**src/rtl/mute_seq_pkg.sv**
```systemverilog
package mute_seq_pkg;

  typedef enum logic [2:0] {
    ST_RESET_HIZ  = 3'd0,
    ST_DRIVE_MUTE = 3'd1,
    ST_DAC_ENABLE = 3'd2,
    ST_SETTLE     = 3'd3,
    ST_RELEASE    = 3'd4,
    ST_RUN        = 3'd5,
    ST_REMUTE     = 3'd6
  } mseq_state_e;

  typedef struct packed {
    logic pin_oe;
    logic pin_muted;
    logic dac_pwrdn;
    logic drv_en;
    logic fade_go;
  } mseq_ctl_t;

endpackage

```
**src/rtl/mute_seq_timer.sv**
```systemverilog
module mute_seq_timer #(
  parameter int unsigned LIMIT = 1000
) (
  input  logic clk,
  input  logic rst_n,
  input  logic run,
  input  logic tick,
  output logic done
);
  localparam int unsigned CW = (LIMIT < 2) ? 1 : $clog2(LIMIT + 1);
  localparam logic [CW-1:0] LIM = CW'(LIMIT);

  logic [CW-1:0] cnt_q;

  always_ff @(posedge clk or negedge rst_n) begin
    if (!rst_n) begin
      cnt_q <= '0;
    end else if (!run) begin
      cnt_q <= '0;
    end else if (tick && (cnt_q != LIM)) begin
      cnt_q <= cnt_q + 1'b1;
    end
  end

  assign done = (cnt_q == LIM);

  AST_CNT_BOUND: assert property (@(posedge clk) disable iff (!rst_n)
    cnt_q <= LIM);
  AST_CNT_CLEAR: assert property (@(posedge clk) disable iff (!rst_n)
    !run |=> (cnt_q == '0));

endmodule

```
**src/rtl/mute_seq_fsm.sv**
```systemverilog
module mute_seq_fsm
  import mute_seq_pkg::*;
(
  input  logic        clk,
  input  logic        rst_n,
  input  logic        mute_req,
  input  logic        fade_mode,
  input  logic        fade_done,
  input  logic        settle_done,
  output mseq_state_e state_q,
  output mseq_state_e state_d,
  output logic        fade_sel_d
);
  logic fade_sel_q;

  always_comb begin
    state_d    = state_q;
    fade_sel_d = fade_sel_q;
    unique case (state_q)
      ST_RESET_HIZ:  state_d = ST_DRIVE_MUTE;
      ST_DRIVE_MUTE: state_d = ST_DAC_ENABLE;
      ST_DAC_ENABLE: state_d = ST_SETTLE;
      ST_SETTLE: begin
        if (settle_done && !mute_req) begin
          state_d    = ST_RELEASE;
          fade_sel_d = fade_mode;
        end
      end
      ST_RELEASE: begin
        if (mute_req)                      state_d = ST_REMUTE;
        else if (!fade_sel_q || fade_done) state_d = ST_RUN;
      end
      ST_RUN: begin
        if (mute_req) state_d = ST_REMUTE;
      end
      ST_REMUTE: begin
        if (!mute_req) state_d = ST_SETTLE;
      end
      default: state_d = ST_RESET_HIZ;
    endcase
  end

  always_ff @(posedge clk or negedge rst_n) begin
    if (!rst_n) begin
      state_q    <= ST_RESET_HIZ;
      fade_sel_q <= 1'b0;
    end else begin
      state_q    <= state_d;
      fade_sel_q <= fade_sel_d;
    end
  end

  AST_SETTLE_HOLD: assert property (@(posedge clk) disable iff (!rst_n)
    (state_q == ST_SETTLE && (!settle_done || mute_req)) |=> (state_q == ST_SETTLE));
  AST_REMUTE_HOLD: assert property (@(posedge clk) disable iff (!rst_n)
    (state_q == ST_REMUTE && mute_req) |=> (state_q == ST_REMUTE));

endmodule

```
**src/rtl/mute_seq_pin.sv**
```systemverilog
module mute_seq_pin
  import mute_seq_pkg::*;
#(
  parameter logic MUTE_LVL = 1'b1
) (
  input  logic        clk,
  input  logic        rst_n,
  input  mseq_state_e state_d,
  input  logic        fade_sel_d,
  output mseq_ctl_t   ctl_q
);
  localparam mseq_ctl_t CTL_RST = '{pin_oe: 1'b0, pin_muted: 1'b1,
                                    dac_pwrdn: 1'b1, drv_en: 1'b0, fade_go: 1'b0};

  mseq_ctl_t ctl_d;

  always_comb begin
    ctl_d = CTL_RST;
    unique case (state_d)
      ST_RESET_HIZ:  ctl_d = CTL_RST;
      ST_DRIVE_MUTE: ctl_d.pin_oe = 1'b1;
      ST_DAC_ENABLE: begin
        ctl_d.pin_oe    = 1'b1;
        ctl_d.dac_pwrdn = 1'b0;
      end
      ST_SETTLE, ST_REMUTE: begin
        ctl_d.pin_oe    = 1'b1;
        ctl_d.dac_pwrdn = 1'b0;
        ctl_d.drv_en    = 1'b1;
      end
      ST_RELEASE: begin
        ctl_d.dac_pwrdn = 1'b0;
        ctl_d.drv_en    = 1'b1;
        ctl_d.pin_oe    = !fade_sel_d;
        ctl_d.pin_muted = fade_sel_d;
        ctl_d.fade_go   = fade_sel_d;
      end
      ST_RUN: begin
        ctl_d.pin_oe    = 1'b1;
        ctl_d.pin_muted = 1'b0;
        ctl_d.dac_pwrdn = 1'b0;
        ctl_d.drv_en    = 1'b1;
      end
      default: ctl_d = CTL_RST;
    endcase
  end

  always_ff @(posedge clk or negedge rst_n) begin
    if (!rst_n) ctl_q <= CTL_RST;
    else        ctl_q <= ctl_d;
  end

  AST_HANDOFF_HIZ: assert property (@(posedge clk) disable iff (!rst_n)
    ctl_q.fade_go |-> ctl_q.pin_muted);

endmodule

```
**src/rtl/mute_seq_ctrl.sv**
```systemverilog
module mute_seq_ctrl
  import mute_seq_pkg::*;
#(
  parameter int unsigned SETTLE_TICKS = 1000,
  parameter logic        MUTE_LVL     = 1'b1
) (
  input  logic clk,
  input  logic rst_n,
  input  logic tick_en,
  input  logic mute_req,
  input  logic fade_mode,
  input  logic fade_done,
  output logic dac_pwrdn,
  output logic dac_drv_en,
  output logic mute_oe,
  output logic mute_out,
  output logic fade_start
);
  mseq_state_e st_q, st_d;
  logic        fade_sel_d;
  logic        tmr_done;
  mseq_ctl_t   ctl;

  mute_seq_timer #(.LIMIT(SETTLE_TICKS)) u_timer (
    .clk   (clk),
    .rst_n (rst_n),
    .run   (st_q == ST_SETTLE),
    .tick  (tick_en),
    .done  (tmr_done)
  );

  mute_seq_fsm u_fsm (
    .clk         (clk),
    .rst_n       (rst_n),
    .mute_req    (mute_req),
    .fade_mode   (fade_mode),
    .fade_done   (fade_done),
    .settle_done (tmr_done),
    .state_q     (st_q),
    .state_d     (st_d),
    .fade_sel_d  (fade_sel_d)
  );

  mute_seq_pin #(.MUTE_LVL(MUTE_LVL)) u_pin (
    .clk        (clk),
    .rst_n      (rst_n),
    .state_d    (st_d),
    .fade_sel_d (fade_sel_d),
    .ctl_q      (ctl)
  );

  assign mute_oe    = ctl.pin_oe;
  assign mute_out   = ctl.pin_muted ? MUTE_LVL : !MUTE_LVL;
  assign dac_pwrdn  = ctl.dac_pwrdn;
  assign dac_drv_en = ctl.drv_en;
  assign fade_start = ctl.fade_go;

  AST_DRV_NEEDS_PWR: assert property (@(posedge clk) disable iff (!rst_n)
    dac_drv_en |-> !dac_pwrdn);
  AST_PWRUP_MUTED: assert property (@(posedge clk) disable iff (!rst_n)
    $fell(dac_pwrdn) |-> (mute_oe && mute_out == MUTE_LVL));
  AST_UNMUTE_DAC_ON: assert property (@(posedge clk) disable iff (!rst_n)
    (mute_oe && mute_out != MUTE_LVL) |-> (!dac_pwrdn && dac_drv_en));
  AST_FADE_AFTER_SETTLE: assert property (@(posedge clk) disable iff (!rst_n)
    $rose(fade_start) |-> $past(tmr_done));
  AST_INSTANT_REMUTE: assert property (@(posedge clk) disable iff (!rst_n)
    ((st_q == ST_RUN || st_q == ST_RELEASE) && mute_req)
      |=> (mute_oe && mute_out == MUTE_LVL && !fade_start));

endmodule

```
**config.mk**
```make
export PLATFORM = sky130hd
export DESIGN_NAME = mute_seq_ctrl
export DESIGN_NICKNAME = d
export VERILOG_FILES = /design/src/rtl/mute_seq_pkg.sv /design/src/rtl/mute_seq_timer.sv /design/src/rtl/mute_seq_fsm.sv /design/src/rtl/mute_seq_pin.sv /design/src/rtl/mute_seq_ctrl.sv
export SDC_FILE = /design/constraint.sdc
export NUM_CORES = 1
export LEC_CHECK = 0
export BUFFER_PORTS_ARGS = -buffer_cell sky130_fd_sc_hd__buf_2
export CAP_MARGIN = 20
export CORE_MARGIN = 5
export CORE_UTILIZATION = 45
export DETAILED_ROUTE_END_ITERATION = 10
export PLACE_DENSITY = 0.75
export SETUP_SLACK_MARGIN = 0.2
export SLEW_MARGIN = 5
export SYNTH_ARGS = -nofsm -noshare
export SYNTH_HDL_FRONTEND = slang
export SYNTH_SLANG_ARGS = --single-unit
```
**constraint.sdc**
```tcl
create_clock -name clk -period 4 [get_ports clk]
set_clock_uncertainty 0.05 [all_clocks]
set_input_delay 0.8 -clock clk [delete_from_list [all_inputs] [get_ports clk]]
set_output_delay 0.8 -clock clk [all_outputs]
set_load 0.05 [all_outputs]
```
== Word-level counts from Yosys, hierarchy flattened ==
Cells that the tools add are included.
Storage, ports and cells
  register bits after elaboration: 19
  output and inout bits: 5
  word-level logic and storage cells: 50
Cells by class
  add/subtract/negate cells: 1
  equal/unequal tests: 15
  mux-type cells: 16
  reduce and logical (&&, ||, !) cells: 10
Operator list (count)
  case mux 3 bit (7 select lines): 1
  two-way mux 10 bit: 2
  == test 3 bit (second input constant): 6
  two-way mux 3 bit: 5
  == test 3 x 2 -> 1 bit (second input constant): 4
  adder 10 x 1 -> 10 bit (second input constant): 1
  == test 10 bit (second input constant): 1
  inequality test 10 bit (second input constant): 1
  OR reduction 5 bit: 2
  == test 3 x 1 -> 1 bit (second input constant): 2
  two-way mux 1 bit: 6
  case mux 1 bit (2 select lines): 2
  OR reduction 4 bit: 1
  zero test 1 bit: 3
  zero test 3 bit: 1
  logical AND 1 bit: 2
  inequality test 2 bit (second input constant): 1
  logical OR 1 bit: 1

== Depth between registers and ports, before layout ==
Gate-level depths: netlist (run 1).
  word-level depth: 8
  depth in mapped cells: 8
  mapped depth without buffers: 7

== Hierarchy ==
From an unflattened synthesis (run 1), not the netlist that was laid out.
Unflattened totals
  cells, all modules: 102
  area, all modules: 1039.7 µm²
By module, submodules not included
  mute_seq_timer: times used 1, cells an instance 66, area each 620.6 µm², seq. area each 250.2 µm²
  mute_seq_fsm: times used 1, cells an instance 21, area each 219.0 µm², seq. area each 100.1 µm²
  mute_seq_pin: times used 1, cells an instance 14, area each 191.4 µm², seq. area each 127.6 µm²
  mute_seq_ctrl: times used 1, cells an instance 1, area each 8.8 µm², seq. area each 0.0 µm²

== Worst setup path before layout (run 1) ==
Ideal clock, no wire load.
  kind: register -> register
  start point: register u_timer.cnt_q[2]
  end point: register u_pin.ctl_q[3] (netlist name)
  setup time: 101 ps
  arrival time: 2094 ps
  data required time: 3849 ps
  slack: 1755 ps
  cell stages (with the launch flop): 7
  buffers on the path: 1
  clock period less this slack: 2245 ps
  cells stage by stage: dfrtp_1 or3b_1 or4_1 buf_6 nor3_4 mux2i_1 o221ai_1
RTL lines
  start: declaration: RTL line mute_seq_timer.sv:13  | logic [CW-1:0] cnt_q;
  start signal: assignment: RTL line mute_seq_timer.sv:21  | cnt_q <= cnt_q + 1'b1;
  end signal: assignment: RTL line mute_seq_pin.sv:50  | else ctl_q <= ctl_d;
  end: declaration: RTL line mute_seq_pin.sv:10  | output mseq_ctl_t ctl_q

==> out/qor.json, run 1 <==
{
  "nets_in_the_synthesized_netlist": 107,
  "grt_max_degree": 20,
  "cp_data_required_time_ns": 4.17,
  "floorplan.die.width_um": 56.2,
  "post_detailed_route_wirelength_per_cell_um": 12.1,
  "core_region_area_um2": 2000,
  "clock_sinks": 19,
  "timing.hold.worst.class": "input pin to async pin",
  "ir_worst_vdd_uv": 248,
  "cts_hold_repair.buffers": 0,
  "power_per_cell_area_nw_per_um2": 433,
  "finalCoreUtilization": 0.524,
  "final.period_utilization": 0.608,
  "routabilityCongestion": 0.773,
  "place.port_buffers": 10,
  "clock_tree.htree_level_count": 1,
  "postPlaceCellArea_um2": 1020,
  "initial_core_util": 0.481,
  "crit_path_end": "u_pin.ctl_q[3]",
  "multiInputGateArea_um2": 434,
  "r2r_path_end": "u_pin.ctl_q[3]",
  "p_switching_uw": 155,
  "power.share.sequential": 0.555,
  "timing.critical_path.to_type": "flop",
  "global_route_total_usage_across_every_layer": 0.119,
  "detailed_place_hpwl_mm": 1.20,
  "cts_clock_pin_slew_for_the_worst_setup_and_hold_paths_ns": 0.11,
  "clock_tree_buffer_depth": 2,
  "die_area_um2": 3160,
  "layout.filler_cells": 202,
  "postSynthCellCount": 99,
  "sequential_cell_area_um2": 478,
  "antenna_found_initial": 0,
  "fmaxAchievable_mhz": 411,
  "drtAntennaViolNets": 0,
  "cts_repair_resize_count": 0,
  "drtIter0Drc": 9,
  "ctsRootBufferMaster": "sky130_fd_sc_hd__clkbuf_4",
  "row_count": 16,
  "timing.rr.start": "u_timer.cnt_q[2]",
  "maxSlewHeadroom": 0.722,
  "area.growth.synth_to_final_pct": 8.97,
  "synth.yosys.seq_area_share": 0.497,
  "yosys_warnings": 0,
  "run_status": "finished clean",
  "cts_inserted_buffers": 3,
  "timing.critical_path.from_type": "flop",
  "dieHeight_um": 56.2,
  "global_route_wire_length_before_repair_mm": 2.96,
  "reg2reg_depth": 5,
  "critPathKind": "flop to flop",
  "drt-total-wl_mm": 1.63,
  "finish.net_count": 117,
  "crit_path_start": "u_timer.cnt_q[2]",
  "share_clk_of_total_power": 0.216,
  "first_global_vias": 713,
  "whs_ns": 0.355,
  "synth.cell_area_um2": 962,
  "finalWorstPathRequiredPeriod_ns": 2.43,
  "count_of_endpoints_failing_setup_in_the_final_report": 0,
  "slew_violations": 0,
  "first_pass_detailed_route_iteration_total": 4,
  "final_area_um2": 1050,
  "vias_per_cell": 5.29,
  "vias": 714,
  "power_frac_comb": 0.229,
  "boundaryPins": 11,
  "critPathMaxFanout": 7,
  "tritoncts_clock_tree": "done",
  "p_int_uw": 298,
  "sum_of_negative_setup_slack_ns": 0,
  "post_route_cells_drive_above_1_share": 0.185,
  "synth-seq-cells": 19,
  "postCtsSetupBuffers": 0,
  "power_leakage_uw": 0.000480,
  "ys_types": 34,
  "n_antenna_cell": 0,
  "synthesis.area_per_instance_um2": 9.72,
  "final_hold_viols": 0,
  "worstSkewPairLatency_ns": 0.30,
  "remaining_drc_errors": 0,
  "worst-r2r-setup-slack_ns": 1.57,
  "overflow": 0,
  "rsz_0062_raised_after_global_routing": "false",
  "critical_path_arrival_ns": 2.60,
  "max_cap_viol_count": 0,
  "worst_tran_pin_value_ns": 0.416,
  "fraction_of_power_spent_switching_nets": 0.342
}
==> through the flow <==
step | setup slack (ns) | cells | power [µW]
6_report | 1.57 | 135 | 454
5_1_grt | 1.45 | 135 | 492
4_1_cts | 1.57 | 135 | 460
3_5_place_dp | 1.59 | 131 | 358
3_3_place_gp | 1.65 | 131 | 353
2_1_floorplan | 1.75 | 99 | 329
==> synthesized netlist by cell type <==
master	count	share of area
sky130_fd_sc_hd__dfrtp_1	17	0.44
sky130_fd_sc_hd__nor2_1	14	0.055
sky130_fd_sc_hd__nand2_1	8	0.031
sky130_fd_sc_hd__inv_1	6	0.023
sky130_fd_sc_hd__nand3_1	6	0.031
sky130_fd_sc_hd__o21ai_0	5	0.026
sky130_fd_sc_hd__xor2_1	5	0.046
sky130_fd_sc_hd__xnor2_1	4	0.036
sky130_fd_sc_hd__a21oi_1	3	0.016
sky130_fd_sc_hd__clkbuf_1	3	0.012
sky130_fd_sc_hd__dfstp_2	2	0.055
sky130_fd_sc_hd__ha_1	2	0.026
sky130_fd_sc_hd__nand4_1	2	0.013
sky130_fd_sc_hd__nor2b_1	2	0.013
sky130_fd_sc_hd__a21o_1	1	0.0078
sky130_fd_sc_hd__a21o_2	1	0.0091
sky130_fd_sc_hd__and2_1	1	0.0065
sky130_fd_sc_hd__and3_1	1	0.0065
sky130_fd_sc_hd__and4_2	1	0.010
sky130_fd_sc_hd__buf_2	1	0.0052
sky130_fd_sc_hd__buf_6	1	0.012
sky130_fd_sc_hd__mux2i_1	1	0.010
sky130_fd_sc_hd__nand3b_1	1	0.0078
sky130_fd_sc_hd__nor3_1	1	0.0052
sky130_fd_sc_hd__nor3_4	1	0.017
sky130_fd_sc_hd__nor3b_2	1	0.013
sky130_fd_sc_hd__nor4_1	1	0.0065
sky130_fd_sc_hd__o21a_1	1	0.0078
sky130_fd_sc_hd__o221ai_1	1	0.0091
sky130_fd_sc_hd__o2bb2ai_1	1	0.0091
sky130_fd_sc_hd__o311ai_0	1	0.0091
sky130_fd_sc_hd__or3_1	1	0.0065
sky130_fd_sc_hd__or3b_1	1	0.0091
sky130_fd_sc_hd__or4_1	1	0.0078
==> layer usage <==
layer | vias up | part of all wire | track usage
met5 | - | 0 | 0
met4 | 0 | 0.013 | 0.0678
met3 | 4 | 0.023 | 0.0209
met2 | 7 | 0.50 | 0.194
met1 | 347 | 0.46 | 0.146
li1 | 356 | - | -
==> cell usage in the layout (no fill, tap or decap), types with 2 or more instances in the layout <==
| master | instances |
|---|---|
| sky130_fd_sc_hd__dfrtp_1 | 17 |
| sky130_fd_sc_hd__nor2_1 | 14 |
| sky130_fd_sc_hd__buf_2 | 10 |
| sky130_fd_sc_hd__nand2_1 | 8 |
| sky130_fd_sc_hd__inv_1 | 6 |
| sky130_fd_sc_hd__nand3_1 | 6 |
| sky130_fd_sc_hd__o21ai_0 | 5 |
| sky130_fd_sc_hd__xor2_1 | 5 |
| sky130_fd_sc_hd__xnor2_1 | 4 |
| sky130_fd_sc_hd__a21oi_1 | 3 |
| sky130_fd_sc_hd__clkbuf_4 | 3 |
| sky130_fd_sc_hd__nor2b_1 | 2 |
| sky130_fd_sc_hd__nand4_1 | 2 |
| sky130_fd_sc_hd__ha_1 | 2 |
| sky130_fd_sc_hd__dfstp_2 | 2 |
==> power groups by stage <==
stage | Sequential (µW) | Clock (µW) | Combinational [µW]
after floorplan | 252 | 0 | 76.8
after global placement | 254 | 0 | 99.6
after detailed placement | 256 | 0 | 102
after CTS | 252 | 102 | 106
after global routing | 258 | 114 | 120
final | 252 | 98.0 | 104
==> state kept, by name, summed over array words and instances, names as in the netlist <==
name              count
u_fsm.state_q         3
u_timer.cnt_q        10
u_fsm.fade_sel_q      1
u_pin.ctl_q           5
==> kinds of logic after synthesis <==
| logic type | count (synthesis) | share of synthesized area |
|---|---|---|
| DFF | 19 | 0.497 |
| xor gates and xnor gates | 9 | 0.0819 |
| buffers and inverters | 11 | 0.0520 |
| AOI/OAI and AO/OA | 14 | 0.0936 |
| and+or+nand+nor | 43 | 0.239 |
| adders and majority gates | 2 | 0.0260 |
| muxes | 1 | 0.0104 |
==> how the worst min path moves through the flow <==
stage / end / slack, ns / startpoint
floorplan: u_fsm.fade_sel_q / 0.45 / rst_n
global placement: u_timer.cnt_q[8] / 0.48 / u_timer.cnt_q[8]
detailed placement: u_timer.cnt_q[9] / 0.49 / u_timer.cnt_q[9]
CTS: u_timer.cnt_q[9] / 0.37 / rst_n
global route: u_timer.cnt_q[9] / 0.37 / rst_n
finish: u_timer.cnt_q[9] / 0.36 / rst_n
==> cell type report <==
class | instances | share of cell area
flip-flops and latches | 19 | 0.456
inverters | 6 | 0.0215
repair buffers | 10 | 0.0477
clock buffers | 3 | 0.0215
multi-input cells | 69 | 0.414
clock inverters | 1 | 0.00716
well taps | 27 | 0.0322
==> critical path, stage by stage (launching register included) <==
cell,delay [ns]
sky130_fd_sc_hd__dfrtp_1,0.43
sky130_fd_sc_hd__or3b_1,0.38
sky130_fd_sc_hd__or4_1,0.70
sky130_fd_sc_hd__nor3_4,0.25
sky130_fd_sc_hd__mux2i_1,0.36
sky130_fd_sc_hd__o221ai_1,0.18
No activity file was read; power rests on OpenSTA's default activity.
==> inputs of run 2 (changes only) <==
Clock period 4 ns to 2.34 ns, I/O delays scaled along.
==> run 2 against run 1 <==
- worst setup slack worse by 1.3 ns
- wire length up 6.9%
- cell count rose by 2.2%
- total power up 79%
- register-to-register slack lost 1.3 ns
- global-route usage hardly changed
- die area did not move
- core utilization increased by 1.8 points
- clock power up 72%
==> out/qor.json, run 2 (synthesis results as in run 1) <==
{
  "timing.critical_path.to_type": "flop",
  "final.period_utilization": 0.900,
  "critPathKind": "flop to flop",
  "area.growth.synth_to_final_pct": 12.7,
  "first_global_vias": 704,
  "fmaxAchievable_mhz": 475,
  "remaining_drc_errors": 0,
  "place.port_buffers": 10,
  "drtAntennaViolNets": 0,
  "final_hold_viols": 0,
  "layout.cells.most_common": "sky130_fd_sc_hd__dfrtp_1",
  "maxSlewHeadroom": 0.733,
  "critical_path_arrival_ns": 2.27,
  "timing.hold.worst.class": "input pin to async pin",
  "p_int_uw": 529,
  "share_clk_of_total_power": 0.209,
  "largest_register_ff_count": 10,
  "post_detailed_route_wirelength_per_cell_um": 12.7,
  "power_per_cell_area_nw_per_um2": 747,
  "tritoncts_clock_tree": "done",
  "clock_tree.htree_level_count": 1,
  "routabilityCongestion": 0.783,
  "fin_total_pwr_uw": 810,
  "multiInputGateArea_um2": 450,
  "global_route_wire_length_before_repair_mm": 3.02,
  "dieHeight_um": 56.2,
  "finalCoreUtilization": 0.542,
  "vias": 717,
  "core_region_area_um2": 2000,
  "worstSkewPairLatency_ns": 0.30,
  "sequential_cell_area_um2": 478,
  "die_area_um2": 3160,
  "timing.critical_path.from_type": "flop",
  "row_count": 16,
  "rsz_0062_raised_after_global_routing": "true",
  "count_of_endpoints_failing_setup_in_the_final_report": 0,
  "overflow": 0,
  "sum_of_negative_setup_slack_ns": 0,
  "layout.filler_cells": 177,
  "cts_inserted_buffers": 3,
  "max_cap_viol_count": 0,
  "fraction_of_power_spent_switching_nets": 0.346,
  "ir_worst_vdd_uv": 464,
  "drt-total-wl_mm": 1.75,
  "drtIter0Drc": 15,
  "final_area_um2": 1080,
  "detailed_place_hpwl_mm": 1.21,
  "initial_core_util": 0.481,
  "boundaryPins": 11,
  "power_leakage_uw": 0.000502,
  "clock_tree_buffer_depth": 2,
  "finish.net_count": 120,
  "run_status": "finished clean",
  "finalWorstPathRequiredPeriod_ns": 2.10,
  "first_pass_detailed_route_iteration_total": 4,
  "cp_data_required_time_ns": 2.51,
  "n_antenna_cell": 0,
  "worst-r2r-setup-slack_ns": 0.24,
  "vias_per_cell": 5.20,
  "postPlaceCellArea_um2": 1030,
  "grt_max_degree": 20,
  "top_register": "u_timer.cnt_q",
  "slew_violations": 0,
  "reg.largest.list": "u_timer.cnt_q x10, u_pin.ctl_q x5, u_fsm.state_q x3",
  "clock_sinks": 19,
  "global_route_total_usage_across_every_layer": 0.119,
  "post_route_cells_drive_above_1_share": 0.225,
  "power_frac_comb": 0.265,
  "floorplan.die.width_um": 56.2,
  "antenna_found_initial": 0,
  "cts_clock_pin_slew_for_the_worst_setup_and_hold_paths_ns": 0.11,
  "power.share.sequential": 0.526,
  "worst_tran_pin_value_ns": 0.400,
  "most-common-layout-cells": "sky130_fd_sc_hd__dfrtp_1 (17), sky130_fd_sc_hd__nor2_1 (14), sky130_fd_sc_hd__buf_2 (10)",
  "ctsRootBufferMaster": "sky130_fd_sc_hd__clkbuf_4",
  "p_switching_uw": 281,
  "critPathMaxFanout": 4,
  "cts_hold_repair.buffers": 0
}
-- run 2: cell type report --
type                    instances  share of cell area
flip-flops and latches         19               0.441
multi-input cells              69               0.415
repair buffers                 13              0.0669
well taps                      27              0.0311
clock buffers                   3              0.0208
inverters                       6              0.0208
clock inverters                 1             0.00461
-- run 2: path summary, 6_finish.rpt --
path / startpoint / end / cells after the start
setup reg to reg: u_timer.cnt_q[4] / u_pin.ctl_q[3] / 5
max in group asynchronous: rst_n / u_pin.ctl_q[3] / 1
hold / removal: rst_n / u_timer.cnt_q[6] / 1
min in group clk: fade_mode / u_fsm.fade_sel_q / 3
hold reg to reg: u_timer.cnt_q[8] / u_timer.cnt_q[8] / 2
setup / recovery: u_timer.cnt_q[4] / u_pin.ctl_q[3] / 5
-- run 2: power groups by stage --
| stage | Sequential [µW] | Combinational [µW] | Clock, µW |
|---|---|---|---|
| 6_report | 426 | 215 | 169 |
| 3_5_place_dp | 438 | 178 | 0 |
| 4_1_cts | 426 | 200 | 166 |
| 5_1_grt | 430 | 240 | 192 |
| 3_3_place_gp | 434 | 170 | 0 |
| 2_1_floorplan | 430 | 132 | 0 |
-- run 2: repair_timing --
| item | in CTS | in global routing |
|---|---|---|
| gates resized for setup | 1 | 1 |
| endpoints found under the setup margin | 4 | 4 |
| hold endpoints to repair | 0 | 0 |
| setup buffers | 1 | 1 |
-- run 2: stage by stage --
stage,cells,setup slack (ns),hold WS (ns)
after floorplan,99,0.213,0.122
after global placement,132,0.218,0.371
after detailed placement,132,0.172,0.375
after CTS,137,0.217,0.0530
after global routing,138,0.141,0.0400
final,138,0.235,0.0268
-- run 2: layer usage --
layer	part of all wire	up-vias	GRT usage
met5	0	-	0
met4	0.018	0	0.0407
met3	0.023	5	0.0232
met2	0.48	10	0.197
met1	0.48	347	0.153
li1	-	355	-
-- run 2: worst max-delay path, stage by stage, from the launching register on --
cell	delay, ns
sky130_fd_sc_hd__dfrtp_1	0.42
sky130_fd_sc_hd__or3b_1	0.36
sky130_fd_sc_hd__or4_4	0.54
sky130_fd_sc_hd__nor3_4	0.21
sky130_fd_sc_hd__mux2i_4	0.31
sky130_fd_sc_hd__o221ai_1	0.13
==> inputs of run 3 (changes only) <==
Settings changed: ABC_AREA from default to 1, PLACE_DENSITY 0.75 to 0.74.
==> run 3 against run 2 <==
- register-to-register slack better by 0.41 ns
- maximum frequency is 24% higher
- clock power down 3%
- synthesized cell count increased by 41%
- core utilization decreased by 3.5 points
- sequential share of layout area decreased by 5.7 points
- largest power group is now combinational logic
==> out/qor.json, run 3 <==
{
  "run_status": "finished clean",
  "top_register": "u_timer.cnt_q",
  "post_detailed_route_wirelength_per_cell_um": 12.2,
  "final_hold_viols": 0,
  "drtAntennaViolNets": 0,
  "finalWorstPathRequiredPeriod_ns": 1.69,
  "antenna_found_initial": 0,
  "ys_types": 27,
  "timing.hold.worst.class": "input pin to async pin",
  "critical_path_arrival_ns": 1.83,
  "cts_hold_repair.buffers": 0,
  "power_per_cell_area_nw_per_um2": 815,
  "global_route_wire_length_before_repair_mm": 3.93,
  "worst_tran_pin_value_ns": 0.517,
  "synth_edf_count": 0,
  "worst-r2r-setup-slack_ns": 0.65,
  "vias": 956,
  "synth_async_sr_flop_share": 1.00,
  "first_pass_detailed_route_iteration_total": 4,
  "ctsRootBufferMaster": "sky130_fd_sc_hd__clkbuf_4",
  "timing.critical_path.to_type": "flop",
  "drt-total-wl_mm": 2.23,
  "boundaryPins": 11,
  "post-synth-top-count-cell": "sky130_fd_sc_hd__nand2_1",
  "overflow": 0,
  "critPathKind": "flop to flop",
  "maxSlewHeadroom": 0.655,
  "power_leakage_uw": 0.000566,
  "most-common-layout-cells": "sky130_fd_sc_hd__nand2_1 (28), sky130_fd_sc_hd__inv_1 (17), sky130_fd_sc_hd__dfrtp_1 (17)",
  "post_route_cells_drive_above_1_share": 0.255,
  "cts_clock_pin_slew_for_the_worst_setup_and_hold_paths_ns": 0.10,
  "synthFlopType": "sky130_fd_sc_hd__dfrtp_1",
  "final_area_um2": 1240,
  "row_count": 18,
  "detailedPlace.worstSlack_ns": 0.666,
  "yosys_warnings": 0,
  "fmaxAchievable_mhz": 590,
  "post-synth-top-area-cell": "sky130_fd_sc_hd__dfrtp_1",
  "place.port_buffers": 10,
  "layout_setup_ws_ns": 0.645,
  "layout.filler_cells": 235,
  "dieHeight_um": 60.3,
  "floorplan.die.width_um": 60.3,
  "finalCoreUtilization": 0.507,
  "global_route_total_usage_across_every_layer": 0.147,
  "area.growth.synth_to_final_pct": 9.34,
  "initial_core_util": 0.464,
  "worstSkewPairLatency_ns": 0.29,
  "count_of_endpoints_failing_setup_in_the_final_report": 0,
  "ir_worst_vdd_uv": 552,
  "tritoncts_clock_tree": "done",
  "vias_per_cell": 5.22,
  "synth.cell_area_um2": 1140,
  "finish.net_count": 162,
  "remaining_drc_errors": 0,
  "grt_max_degree": 20,
  "clock_sinks": 19,
  "postPlaceCellArea_um2": 1220,
  "cp_data_required_time_ns": 2.47,
  "sum_of_negative_setup_slack_ns": 0,
  "yosys-top-cells-area": "sky130_fd_sc_hd__dfrtp_1 (37%), sky130_fd_sc_hd__nand2_1 (9.2%), sky130_fd_sc_hd__nand3_1 (6.2%)",
  "final.period_utilization": 0.724,
  "reg.largest.list": "u_timer.cnt_q x10, u_pin.ctl_q x5, u_fsm.state_q x3",
  "timing.critical_path.from_type": "flop",
  "n_antenna_cell": 0,
  "synth.yosys.seq_area_share": 0.420,
  "netlist_top_cells_count": "sky130_fd_sc_hd__nand2_1 (28), sky130_fd_sc_hd__dfrtp_1 (17), sky130_fd_sc_hd__inv_1 (17), sky130_fd_sc_hd__nand3_1 (14), sky130_fd_sc_hd__nor2_1 (10)",
  "clock_tree.htree_level_count": 1,
  "postCtsSetupBuffers": 0,
  "first_global_vias": 924,
  "routabilityCongestion": 0.843,
  "clock_tree_buffer_depth": 2,
  "whs_ns": 0.0360,
  "core_region_area_um2": 2450,
  "reg2reg_depth": 9,
  "rsz_0062_raised_after_global_routing": "false",
  "r2r_path_end": "u_pin.ctl_q[1]",
  "die_area_um2": 3640,
  "slew_violations": 0,
  "drtIter0Drc": 51,
  "postSynthCellCount": 140,
  "cts_repair_resize_count": 0,
  "max_cap_viol_count": 0,
  "timing.rr.start": "u_timer.cnt_q[0]",
  "layout.cells.most_common": "sky130_fd_sc_hd__nand2_1",
  "cts_inserted_buffers": 3,
  "synth-seq-cells": 19,
  "nets_in_the_synthesized_netlist": 148,
  "synthesis.area_per_instance_um2": 8.13,
  "critPathMaxFanout": 5,
  "netlist.area_leader.share": 0.374,
  "largest_register_ff_count": 10,
  "detailed_place_hpwl_mm": 1.72
}
-- run 3: metrics by stage --
| step | instances | total power, µW |
|---|---|---|
| floorplan | 140 | 774 |
| global placement | 179 | 839 |
| detailed placement | 179 | 859 |
| CTS | 183 | 1020 |
| global route | 183 | 1100 |
| finish | 183 | 1020 |
-- run 3: cells by family after synthesis --
| group | count (synthesis) | share of synthesized area |
|---|---|---|
| XOR/XNOR | 4 | 0.0308 |
| buffers and inverters | 25 | 0.0901 |
| adder cells (fa/ha/maj) | 2 | 0.0220 |
| AO/OA/AOI/OAI | 16 | 0.0956 |
| AND/OR/NAND/NOR | 74 | 0.342 |
| flip-flops | 19 | 0.420 |
-- run 3: worst max-delay path, cell delays in order, from the launching register on --
cell	delay [ns]
sky130_fd_sc_hd__dfrtp_1	0.44
sky130_fd_sc_hd__inv_1	0.12
sky130_fd_sc_hd__ha_1	0.15
sky130_fd_sc_hd__nand2_1	0.07
sky130_fd_sc_hd__nor2_2	0.16
sky130_fd_sc_hd__nand4_1	0.11
sky130_fd_sc_hd__nand2_1	0.16
sky130_fd_sc_hd__nand2_1	0.14
sky130_fd_sc_hd__nand2_1	0.12
sky130_fd_sc_hd__nand2_1	0.07
-- run 3: worst max path at each step --
| stage | startpoint | endpoint | slack (ns) | depth (start not counted) |
|---|---|---|---|---|
| finish | u_timer.cnt_q[0] | u_pin.ctl_q[1] | 0.65 | 9 |
| global route | u_timer.cnt_q[0] | u_pin.ctl_q[1] | 0.50 | 9 |
| CTS | u_timer.cnt_q[0] | u_pin.ctl_q[1] | 0.64 | 9 |
| detailed placement | u_timer.cnt_q[0] | u_pin.ctl_q[1] | 0.67 | 9 |
| global placement | u_timer.cnt_q[0] | u_pin.ctl_q[3] | 0.72 | 9 |
| floorplan | u_timer.cnt_q[0] | u_timer.cnt_q[0] | 0.86 | 10 |
-- run 3: routing by layer --
metal | up-vias | track usage | wire [µm]
li1 | 479 | - | -
met1 | 449 | 0.197 | 978
met2 | 24 | 0.235 | 1100
met3 | 4 | 0.0194 | 124
met4 | 0 | 0.0665 | 30
met5 | - | 0 | 0
-- run 3: area by class of cell --
| cell class | count | area (µm²) | area share |
|---|---|---|---|
| multi-input combinational | 96 | 558 | 0.448 |
| sequential | 19 | 478 | 0.384 |
| inverter | 24 | 95.1 | 0.0764 |
| timing repair buffer | 10 | 50.0 | 0.0402 |
| tap | 30 | 37.5 | 0.0302 |
| clock buffer | 4 | 26.3 | 0.0211 |
-- run 3: report_power, final --
group	total [µW]	switching [µW]	leakage (µW)	internal, µW
logic	430	327	0.000307	103
registers	421	33.2	0.000244	388
clock network	164	97.6	0.0000150	66.3
